[config.mk]
export PLATFORM = sky130hd
export DESIGN_NAME = modem_port
export DESIGN_NICKNAME = d
export VERILOG_FILES = /design/src/rtl/modem_pkg.sv /design/src/rtl/modem_ctrl.sv /design/src/rtl/modem_dpath.sv /design/src/rtl/modem_strap.sv /design/src/rtl/modem_port.sv
export SDC_FILE = /design/constraint.sdc
export NUM_CORES = 1
export LEC_CHECK = 0
export ABC_AREA = 0
export BUFFER_PORTS_ARGS = -buffer_cell sky130_fd_sc_hd__buf_2
export CAP_MARGIN = 25
export CELL_PAD_IN_SITES_DETAIL_PLACEMENT = 1
export CELL_PAD_IN_SITES_GLOBAL_PLACEMENT = 1
export CORE_UTILIZATION = 38
export CTS_CLUSTER_DIAMETER = 200
export DETAILED_ROUTE_END_ITERATION = 8
export PLACE_DENSITY_LB_ADDON = 0.2
export SYNTH_ARGS = -nofsm -noshare
export SYNTH_HDL_FRONTEND = slang
export SYNTH_SLANG_ARGS = --single-unit
[constraint.sdc]
create_clock -name clk -period 2.6 [get_ports clk]
set_input_delay 0.13 -clock clk [delete_from_list [all_inputs] [get_ports clk]]
set_output_delay 0.13 -clock clk [all_outputs]
set_load 0.01 [all_outputs]
[src/rtl/modem_pkg.sv]
package modem_pkg;
  // number of modem status inputs: index 0 cts, 1 dsr, 2 ri, 3 dcd
  localparam int PIN_CNT = 4;

  // strobes handed from the access decoder to the register datapath
  typedef struct packed {
    logic wrEnable;
    logic wrControl;
    logic rdStatus;
  } mdmStrobe_t;
endpackage

[src/rtl/modem_ctrl.sv]
module modem_ctrl
  import modem_pkg::*;
#(
  parameter int ADDR_W  = 3,
  parameter int DATA_W  = 8,
  parameter int OFF_IER = 1,
  parameter int OFF_MCR = 4,
  parameter int OFF_MSR = 6
) (
  input  logic [ADDR_W-1:0] regAddr,
  input  logic              regWr,
  input  logic              regRd,
  input  logic [DATA_W-1:0] ierVal,
  input  logic [DATA_W-1:0] mcrVal,
  input  logic [DATA_W-1:0] msrVal,
  output mdmStrobe_t        strobe,
  output logic [DATA_W-1:0] regRdata
);
  localparam logic [ADDR_W-1:0] A_IER = ADDR_W'(OFF_IER);
  localparam logic [ADDR_W-1:0] A_MCR = ADDR_W'(OFF_MCR);
  localparam logic [ADDR_W-1:0] A_MSR = ADDR_W'(OFF_MSR);

  logic hitIer, hitMcr, hitMsr;

  always_comb begin
    hitIer = (regAddr == A_IER);
    hitMcr = (regAddr == A_MCR);
    hitMsr = (regAddr == A_MSR);
    strobe.wrEnable  = regWr & hitIer;
    strobe.wrControl = regWr & hitMcr;
    strobe.rdStatus  = regRd & hitMsr;
  end

  always_comb begin
    regRdata = '0;
    if (hitIer)      regRdata = ierVal;
    else if (hitMcr) regRdata = mcrVal;
    else if (hitMsr) regRdata = msrVal;
  end
endmodule

[src/rtl/modem_dpath.sv]
module modem_dpath
  import modem_pkg::*;
#(
  parameter int DATA_W      = 8,
  parameter int SYNC_STAGES = 2
) (
  input  logic               clk,
  input  logic               rst,
  input  mdmStrobe_t         strobe,
  input  logic [DATA_W-1:0]  wdata,
  input  logic [PIN_CNT-1:0] pinsN,
  output logic [DATA_W-1:0]  ierVal,
  output logic [DATA_W-1:0]  mcrVal,
  output logic [DATA_W-1:0]  msrVal,
  output logic               dtrN,
  output logic               rtsN,
  output logic               msIrq
);
  localparam int IER_BITS = 4;
  localparam int MCR_BITS = 5;
  localparam int LOOP_BIT = 4;
  localparam int IRQ_EN_BIT = 3;

  logic [SYNC_STAGES-1:0][PIN_CNT-1:0] syncQ;
  logic [IER_BITS-1:0] ierQ;
  logic [MCR_BITS-1:0] mcrQ;
  logic [PIN_CNT-1:0]  flagQ, prevStat, liveStat, loopStat, releaseHit;
  logic                loopOn;

  // synchroniser chain, idle value is released (high)
  always_ff @(posedge clk) begin
    if (rst) syncQ <= '1;
    else     syncQ <= {syncQ[SYNC_STAGES-2:0], pinsN};
  end

  always_ff @(posedge clk) begin
    if (rst) begin
      ierQ <= '0;
      mcrQ <= '0;
    end else begin
      if (strobe.wrEnable)  ierQ <= wdata[IER_BITS-1:0];
      if (strobe.wrControl) mcrQ <= wdata[MCR_BITS-1:0];
    end
  end

  always_comb begin
    loopOn   = mcrQ[LOOP_BIT];
    // cts<-rts bit, dsr<-dtr bit, ri<-bit2, dcd<-bit3
    loopStat = {mcrQ[3], mcrQ[2], mcrQ[0], mcrQ[1]};
    liveStat = loopOn ? loopStat : ~syncQ[SYNC_STAGES-1];
    releaseHit = prevStat & ~liveStat;
  end

  always_ff @(posedge clk) begin
    if (rst) begin
      prevStat <= '0;
      flagQ    <= '0;
    end else begin
      prevStat <= liveStat;
      if (strobe.rdStatus) flagQ <= releaseHit;
      else                 flagQ <= flagQ | releaseHit;
    end
  end

  always_comb begin
    dtrN   = ~(mcrQ[0] & ~loopOn);
    rtsN   = ~(mcrQ[1] & ~loopOn);
    msIrq  = ierQ[IRQ_EN_BIT] & (|flagQ);
    ierVal = DATA_W'(ierQ);
    mcrVal = DATA_W'(mcrQ);
    msrVal = DATA_W'({liveStat, flagQ});
  end

  AST_RESET_IDLE: assert property (@(posedge clk)
    rst |=> (dtrN && rtsN && !msIrq && flagQ == '0));

  AST_FLAGS_STICKY: assert property (@(posedge clk) disable iff (rst)
    !strobe.rdStatus |=> ((flagQ & $past(flagQ)) == $past(flagQ)));

  AST_READ_CLEARS: assert property (@(posedge clk) disable iff (rst)
    (strobe.rdStatus && releaseHit == '0) |=> (flagQ == '0));

  AST_LOOP_RELEASE_PINS: assert property (@(posedge clk) disable iff (rst)
    (strobe.wrControl && wdata[LOOP_BIT]) |=> (dtrN && rtsN));

  AST_IRQ_GATED: assert property (@(posedge clk) disable iff (rst)
    (msIrq && !$past(msIrq)) |-> ierQ[IRQ_EN_BIT]);
endmodule

[src/rtl/modem_strap.sv]
module modem_strap #(
  parameter int          CFG_W    = 11,
  parameter logic [10:0] SEL_LOW  = 11'h3F0,
  parameter logic [10:0] SEL_HIGH = 11'h370
) (
  input  logic             clk,
  input  logic             rst,
  input  logic             strapPin,
  output logic [CFG_W-1:0] cfgIndexAddr
);
  logic strapQ;

  // keeps the value present on the last reset cycle
  always_ff @(posedge clk) begin
    if (rst) strapQ <= strapPin;
  end

  assign cfgIndexAddr = strapQ ? CFG_W'(SEL_HIGH) : CFG_W'(SEL_LOW);

  AST_STRAP_HELD: assert property (@(posedge clk) disable iff (rst)
    !rst |=> $stable(cfgIndexAddr));
endmodule

[src/rtl/modem_port.sv]
module modem_port
  import modem_pkg::*;
#(
  parameter int ADDR_W      = 3,
  parameter int DATA_W      = 8,
  parameter int SYNC_STAGES = 2,
  parameter int OFF_IER     = 1,
  parameter int OFF_MCR     = 4,
  parameter int OFF_MSR     = 6,
  parameter int CFG_W       = 11
) (
  input  logic              clk,
  input  logic              rst,
  input  logic [ADDR_W-1:0] regAddr,
  input  logic              regWr,
  input  logic              regRd,
  input  logic [DATA_W-1:0] regWdata,
  output logic [DATA_W-1:0] regRdata,
  input  logic              ctsN,
  input  logic              dsrN,
  input  logic              riN,
  input  logic              dcdN,
  input  logic              strapPin,
  output logic              dtrN,
  output logic              rtsN,
  output logic              msIrq,
  output logic [CFG_W-1:0]  cfgIndexAddr
);
  mdmStrobe_t        strobe;
  logic [DATA_W-1:0] ierVal, mcrVal, msrVal;

  modem_ctrl #(
    .ADDR_W(ADDR_W), .DATA_W(DATA_W),
    .OFF_IER(OFF_IER), .OFF_MCR(OFF_MCR), .OFF_MSR(OFF_MSR)
  ) uCtrl (
    .regAddr(regAddr), .regWr(regWr), .regRd(regRd),
    .ierVal(ierVal), .mcrVal(mcrVal), .msrVal(msrVal),
    .strobe(strobe), .regRdata(regRdata)
  );

  modem_dpath #(.DATA_W(DATA_W), .SYNC_STAGES(SYNC_STAGES)) uDpath (
    .clk(clk), .rst(rst), .strobe(strobe), .wdata(regWdata),
    .pinsN({dcdN, riN, dsrN, ctsN}),
    .ierVal(ierVal), .mcrVal(mcrVal), .msrVal(msrVal),
    .dtrN(dtrN), .rtsN(rtsN), .msIrq(msIrq)
  );

  modem_strap #(.CFG_W(CFG_W)) uStrap (
    .clk(clk), .rst(rst), .strapPin(strapPin), .cfgIndexAddr(cfgIndexAddr)
  );
endmodule

### After elaboration in Yosys (flattened, before gate mapping)

Index checks and enable logic that the tools add are counted.

* multiplexer cells: 6
* shifts and indexed selects: 0
* bitwise logic cells: 13
* equal/unequal tests: 3
* add/sub/neg operators: 0
* reductions and logical operators: 1
* divide/modulo/power cells: 0
* $mul: 0
* order comparisons: 0

Operators by type and width (number)
* $mux 8: 4
* $mux 4: 2
* $not 4->4: 2
* $and 1x1->1: 6
* $eq 3x3->1 const B: 2
* $and 4x4->4: 1
* $or 4x4->4: 1
* $reduce_or 4->1: 1
* $eq 3x1->1 const B: 1
* $not 1->1: 3

* memories kept: 0
* memory bits (read-only): 0
* bits in writable memories: 0
* output and inout bits: 22
* input port bits: 20
* bits in latches: 0
* bits in registers: 26
* word-level logic and storage cells: 30

### Depth between registers and ports, before layout

Gate-level depths: netlist of run 1.

* word-level depth: 6
* depth in mapped cells: 5
* mapped depth without buffers: 3

### Hierarchy

Synthesis of run 1 repeated with hierarchy kept, for this count alone.

* cells, all modules: 130
* area total of the unflattened synthesis: 1297.5 sq um

By module, submodules not included
* modem_dpath: area an instance 968.4 sq um, seq. area each 500.5 sq um, cells each 92, instances 1
* modem_ctrl: area an instance 212.7 sq um, seq. area each 0.0 sq um, cells each 24, instances 1
* modem_strap: area an instance 116.4 sq um, seq. area each 30.0 sq um, cells each 14, instances 1

### Least setup slack after synthesis of run 1

OpenSTA, ideal clock, no wires.

* path type: input -> register
* from: input regAddr[1]
* to: register uDpath.mcrQ[0]
* path buffers: 2
* setup time: 0.126 ns
* required time: 2.474 ns
* cell stages on the path: 5
* path slack: 1.599 ns
* data arrival time: 0.876 ns
* cell sequence: buf_6 > nor4bb_4 > buf_6 > mux2i_1 > nor2_1

* longest elaborated chain between the ends: 2

RTL lines
* start: declaration: line modem_port.sv:14 `input logic [ADDR_W-1:0] regAddr,`
* $eq 3x3->1: line modem_ctrl.sv:27 `hitMcr = (regAddr == A_MCR);`
* $and 1x1->1: line modem_ctrl.sv:30 `strobe.wrControl = regWr & hitMcr;`
* end signal: assignment: line modem_dpath.sv:42 `if (strobe.wrControl) mcrQ <= wdata[MCR_BITS-1:0];`
* end: declaration: line modem_dpath.sv:26 `logic [MCR_BITS-1:0] mcrQ;`

No other way between the ends.
A chain may end at the register's enable or synchronous reset.

### Worst setup path after layout of run 1

* from: register uDpath.mcrQ[4]
* to: output regRdata[5]

* longest elaborated chain between the ends: 4

RTL lines
* $mux 4: line modem_dpath.sv:50 `liveStat = loopOn ? loopStat : ~syncQ[SYNC_STAGES-1];`
* $mux 8: line modem_ctrl.sv:38 `else if (hitMsr) regRdata = msrVal;`
* $mux 8: line modem_ctrl.sv:37 `else if (hitMcr) regRdata = mcrVal;`
* $mux 8: line modem_ctrl.sv:36 `if (hitIer) regRdata = ierVal;`
* end: declaration: line modem_port.sv:18 `output logic [DATA_W-1:0] regRdata,`

No other way between the ends.

==> results by group, run 1 <==
Routing
  – Routed vias/inst: 4.81
  – Post-route ant nets: 0
  – Total Wirelength: 2350 µm
  – Detailed Routing Iterations Pass 1: 6
  – # DRC: 8
  – Vias: 846
  – WL/cell: 13.3 µm
  – DRT iter0 DRCs: 12

Setup path
  – CP Capture Point: regRdata[5]
  – CP max FO: 9
  – Critical path arrival: 1.48 ns
  – Worst setup SP type: flop
  – Crit path from: uDpath.mcrQ[4]
  – Register-to-Register Path Depth: 2
  – CP Capture Type: output pin
  – R2r startpoint: uDpath.mcrQ[4]
  – Reg2Reg Capture Point: uDpath.flagQ[1]
  – FF-to-FF setup slack: 1.38 ns
  – Req. time, crit path: 2.47 ns
  – Setup CP Type: flop to output pin

Clocking
  – Clk slew on worst S/H paths: 0.14 ns
  – CTS sink cnt: 26
  – Cts bufs inserted: 3
  – CTS Root Cell: clkbuf_4
  – Clk Latency, worst-skew pair: 0.32 ns
  – CTS tree: yes
  – CTS resizes: 0
  – Worst-case clock buffer depth: 2
  – Total number of H-tree levels: 1

Global route
  – Pin count of the biggest net entering global routing: 25
  – Vias in the first global route: 776
  – First-pass GRT wire length: 3710 µm
  – Initial antenna violation count: 0
  – Tot GR Track Use: 14.9%
  – Total gr overflow: 0

STA
  – Setup TNS: 0 ns
  – Hold Vio Cnt, Final: 0
  – RSZ-0062 raised after global routing: false
  – Setup-failing EPs final: 0
  – WHS: 0.0339 ns
  – Period utilisation layout: 61.8%
  – Max Clock Skew: 0.00851 ns
  – Max-slew violations: 0
  – Max Clk Rate: 623 MHz
  – Worst Tran Pin Value: 0.608 ns
  – Relative slew slack: 59.4%
  – Crit path time final: 1.61 ns

Die
  – Row cnt: 19
  – Core area: 0.00281 mm²
  – DIE AREA: 0.00325 mm²
  – Die H: 57.0 µm
  – Die width: 57.0 µm
  – Initial core utilization: 41.0%
  – I/O pins: 42

Yosys
  – Yosys warning count: 0
  – Sequential fraction of the synthesis area: 46.1%
  – Top cells by area, synth: dfxtp_1, mux2i_1, buf_4
  – Avg Inst Size Synth: 9.92 µm²
  – Leading area contributor after synthesis: dfxtp_1
  – Top cell type's share of synthesized area: 43.5%
  – Mapped Cells: 116
  – Distinct cells, synth: 24
  – Flops & latches, synth: 26
  – Mapped Area: 0.00115 mm²

Run status
  – Failing checks: design-rule violations
  – Status: finished, violations left

Layout
  – Layout area overhead: 15.7%
  – Commonest non-fill, non-tap cell in the layout: buf_2
  – Diodes inserted: 0
  – Layout cells sized above 1: 29.0%
  – Most frequent cells in the layout: buf_2, dfxtp_1, mux2i_1, nor2_1, conb_1
  – Final #Nets: 166
  – Finished Core Util: 47.5%
  – Layout Cells excl Fill: 176

Pwr
  – P_int: 566 µW
  – Switching part of the total power: 22.7%
  – Leakage: 0.592 nW
  – Clock power share: 32.3%
  – Combinational power share: 10.1%
  – Power density over cell area: 550 mW/mm²
  – Psw: 167 µW
  – Register share of total power: 57.6%
  – Worst VDD drop: 0.270 mV
  – Final Total Pwr: 733 µW

Min path
  – HP Class: input port to flop

Placement
  – Final HPWL DP: 1760 µm
  – Port Buffer Count: 28
  – Dpl cells: 167
  – Gpl congestion: 0.789

Job
  – Max-cap violation count: 0
-- cells by family after synthesis --
kind of cell           synth area share (%)
AND/OR/NAND/NOR                        17.3
AO/OA/AOI/OAI                          7.93
buffers and inverters                  13.3
other                                 0.652
multiplexers                           14.8
flip-flops                             46.1
-- state kept, by name, indices dropped and copies added (netlist names) --
name,cells
uDpath.flagQ,4
uDpath.ierQ,4
uDpath.mcrQ,5
uDpath.prevStat,4
uDpath.syncQ,8
uStrap.strapQ,1
-- critical path: stages (launching register included) --
cell and delay, ns:
dfxtp_1 0.57, mux2i_1 0.38, nor2_1 0.06, buf_2 0.14
-- power by group through the flow --
stage	clock (mW)	sequential (mW)	combinational, mW
after CTS	0.246	0.422	0.0748
after global placement	0	0.430	0.0665
after floorplan	0	0.428	0.0586
after detailed placement	0	0.431	0.0688
final	0.237	0.422	0.0740
after global routing	0.259	0.424	0.0818
-- cell usage after synthesis --
| master | count |
|---|---|
| a311oi_1 | 1 |
| and4bb_2 | 1 |
| o21ai_0 | 4 |
| dfxtp_1 | 25 |
| nor2_1 | 16 |
| clkbuf_2 | 1 |
| buf_4 | 11 |
| edfxtp_1 | 1 |
| nor3b_1 | 1 |
| nand2_1 | 5 |
| buf_6 | 2 |
| o41a_1 | 1 |
| a21oi_1 | 1 |
| conb_1 | 2 |
| nand2b_1 | 3 |
| inv_1 | 7 |
| a32o_1 | 4 |
| a31oi_1 | 1 |
| mux2i_1 | 17 |
| nor4bb_4 | 1 |
| dlymetal6s2s_1 | 1 |
| or2_2 | 8 |
| clkbuf_1 | 1 |
| nor2b_1 | 1 |
-- what timing repair did --
item	4_1_cts	5_1_grt
hold endpoints to repair	5	0
buffers inserted	0	0
hold buffers	5	0
-- how the worst min path moves through the flow --
stage	startpoint	endpoint	slack (ns)	cells past startpoint
6_report	regWdata[4]	uDpath.mcrQ[4]	0.03	3
3_5_place_dp	strapPin	uStrap.strapQ	0.31	1
2_1_floorplan	strapPin	uStrap.strapQ	0.23	0
3_3_place_gp	strapPin	uStrap.strapQ	0.31	1
4_1_cts	regWdata[4]	uDpath.mcrQ[4]	0.03	3
5_1_grt	regWdata[1]	uDpath.mcrQ[1]	0.04	3
-- per-layer routing --
layer  vias to the layer above  global-route usage (%)  part of all wire [%]
met1                       397                    18.4                    44
met5                         -                       0                     0
met2                        24                    27.1                    50
met4                         0                    4.18                  0.47
met3                         2                    2.27                   5.1
li1                        423                       -                     -
-- metrics by stage --
stage                     area (µm²)  setup slack, ns
final                           1330            0.994
after global routing            1330            0.859
after CTS                       1330            0.944
after detailed placement        1230             1.21
after global placement          1230             1.25
after floorplan                 1180             1.60
-- cell type report --
cell class                      count  area (µm²)
Fill cell                         342        1470
Sequential cell                    26         531
Timing Repair Buffer               33         190
Clock buffer                        4        47.5
Inverter                            7        26.3
Multi-Input combinational cell     75         498
Tap cell                           31        38.8
(Power assumes the default switching activity.)
==> run 2: changes to the inputs <==
--- a/config.mk
+++ b/config.mk
@@ -10,7 +10,7 @@
 export CAP_MARGIN = 25
 export CELL_PAD_IN_SITES_DETAIL_PLACEMENT = 1
 export CELL_PAD_IN_SITES_GLOBAL_PLACEMENT = 1
-export CORE_UTILIZATION = 38
+export CORE_UTILIZATION = 32
 export CTS_CLUSTER_DIAMETER = 200
 export DETAILED_ROUTE_END_ITERATION = 8
 export PLACE_DENSITY_LB_ADDON = 0.2
==> constraint.sdc (replaced) <==
create_clock -name clk -period 1.34 [get_ports clk]
set_input_delay 0.067 -clock clk [delete_from_list [all_inputs] [get_ports clk]]
set_output_delay 0.067 -clock clk [all_outputs]
set_load 0.01 [all_outputs]
==> results by group, run 2 (synthesized netlist as in run 1, its figures left out) <==
Clocking
  – Cts bufs inserted: 3 (unchanged)
  – CTS sink cnt: 26 (unchanged)
  – Clk slew on worst S/H paths: 0.14 ns (about the same)
  – Total number of H-tree levels: 1 (unchanged)
  – Worst-case clock buffer depth: 2 (unchanged)
  – CTS Root Cell: clkbuf_4
  – Clk Latency, worst-skew pair: 0.32 ns (about the same)
  – CTS tree: yes

Global route
  – Total gr overflow: 0 (unchanged)
  – Initial antenna violation count: 0 (unchanged)
  – Vias in the first global route: 845 (+8.9%)
  – Tot GR Track Use: 14.4% (-0.54 points)
  – First-pass GRT wire length: 3860 µm (+4.1%)
  – Pin count of the biggest net entering global routing: 16 (-36%)

STA
  – Setup TNS: -0.0743 ns (-0.0743 ns)
  – Max Clock Skew: 0.000701 ns (-0.00781 ns)
  – RSZ-0062 raised after global routing: true
  – Max Clk Rate: 734 MHz
  – Hold Vio Cnt, Final: 0 (unchanged)
  – Crit path time final: 1.36 ns
  – Period utilisation layout: 102%
  – Max-slew violations: 0 (unchanged)
  – Setup-failing EPs final: 4 (+4)
  – PnR worst setup slack: -0.0219 ns (-1.02 ns)

Placement
  – Gpl congestion: 0.855 (+8.3%)
  – Port Buffer Count: 28 (unchanged)
  – Dpl cells: 186 (+11%)
  – Final HPWL DP: 1800 µm (+2.7%)
  – Post-Place Setup Slack: 0.180 ns (-1.03 ns)

Run status
  – Status: finished, violations left
  – Failing checks: negative setup slack

Die
  – Core area: 0.00339 mm² (+21%)
  – I/O pins: 42 (unchanged)
  – Row cnt: 21 (+2)
  – Initial core utilization: 34.0% (-7.1 points)
  – DIE AREA: 0.00384 mm² (+18%)
  – Die width: 62.0 µm (+8.7%)
  – Die H: 62.0 µm (+8.7%)

Pwr
  – Leakage: 0.669 nW (+13%)
  – Worst VDD drop: 0.633 mV (+130%)
  – Power density over cell area: 947 mW/mm² (+72%)

Setup path
  – Setup CP Type: flop to output pin
  – Req. time, crit path: 1.27 ns (-1.20 ns)
  – Worst setup SP type: flop
  – CP max FO: 3 (-6)
  – CP Capture Type: output pin
  – Critical path arrival: 1.29 ns (-0.19 ns)

Layout
  – Top flop regs: uDpath.syncQ x8, uDpath.mcrQ x5
  – Final #Nets: 179 (+7.8%)
  – Layout area overhead: 33.8%
  – Fillers: 408 (+19%)
  – Diodes inserted: 0 (unchanged)
  – Finished Core Util: 45.4% (-2.0 points)
  – Layout Cells excl Fill: 204 (+16%)
  – Commonest non-fill, non-tap cell in the layout: buf_2
  – Most frequent cells in the layout: buf_2, dfxtp_1, nor2_1, mux2i_1
  – Largest Register: uDpath.syncQ
  – Layout cells sized above 1: 38.0% (+9.0 points)
  – Largest register FFs: 8 (unchanged)

Routing
  – Vias: 905 (+7.0%)
  – WL/cell: 12.8 µm (-4.1%)
  – DRT iter0 DRCs: 22 (+10)
  – Total Wirelength: 2610 µm (+11%)
  – Routed vias/inst: 4.44 (-7.7%)
  – Post-route ant nets: 0 (unchanged)
  – Detailed Routing Iterations Pass 1: 4 (-2)
  – # DRC: 0 (-8)

Min path
  – HP Class: input port to flop

Job
  – Max-cap violation count: 0 (unchanged)
## run 2: cell count changes in the layout (fill, tap and decap cells not counted), sizes merged
cell,change
dlygate4sd3,+5
buf,+8
## run 2: layer usage
layer | vias to the layer above | part of all wire [%] | global-route usage [%]
met5 | - | 0 | 0
met4 | 0 | 0.58 | 3.81
met3 | 2 | 3.7 | 3.73
met2 | 26 | 51 | 25.2
met1 | 430 | 45 | 17.5
li1 | 447 | - | -
## run 2: final timing paths
kind                                       from                 end  slack (ns)  depth (start not counted)
worst max-delay path             uDpath.mcrQ[4]         regRdata[6]       -0.02                          4
worst min-delay path                        rst  uDpath.prevStat[2]        0.04                          2
worst max register to register   uDpath.mcrQ[4]     uDpath.flagQ[0]        0.19                          4
worst min register to register  uDpath.syncQ[2]     uDpath.syncQ[6]        0.43                          1
## run 2: where the power goes
group	internal, mW	switching (mW)	leakage (nW)
sequential	0.804	0.0141	0.217
combinational	0.0918	0.0897	0.426
clock	0.228	0.231	0.0261
## run 2: per-stage QoR
stage / instance area, µm² / total power, mW / hold slack, ns
2_1_floorplan: 1180 / 0.944 / 0.166
3_3_place_gp: 1280 / 0.972 / 0.245
3_5_place_dp: 1280 / 0.977 / 0.251
4_1_cts: 1440 / 1.46 / 0.0379
5_1_grt: 1540 / 1.54 / 0.0383
6_report: 1540 / 1.46 / 0.0416
## run 2: repair_timing
action,CTS,global route
hold buffers,10,0
pin swaps,0,2
endpoints found under the hold margin,12,0
setup buffers,1,3
endpoints found under the setup margin,4,5
resized for setup,2,14
## run 2: worst max-delay path, stage by stage (launching register included)
cell	delay, ns
dfxtp_4	0.41
buf_12	0.13
mux2i_4	0.24
nor2_1	0.06
buf_2	0.14
## run 2: final cells by class
cell class / count / area [µm²] / area share (%)
Clock buffer: 4 / 47.5 / 3.09
Inverter: 7 / 26.3 / 1.71
Multi-Input combinational cell: 75 / 553 / 35.9
Sequential cell: 26 / 539 / 35.0
Tap cell: 46 / 57.6 / 3.74
Timing Repair Buffer: 46 / 317 / 20.6
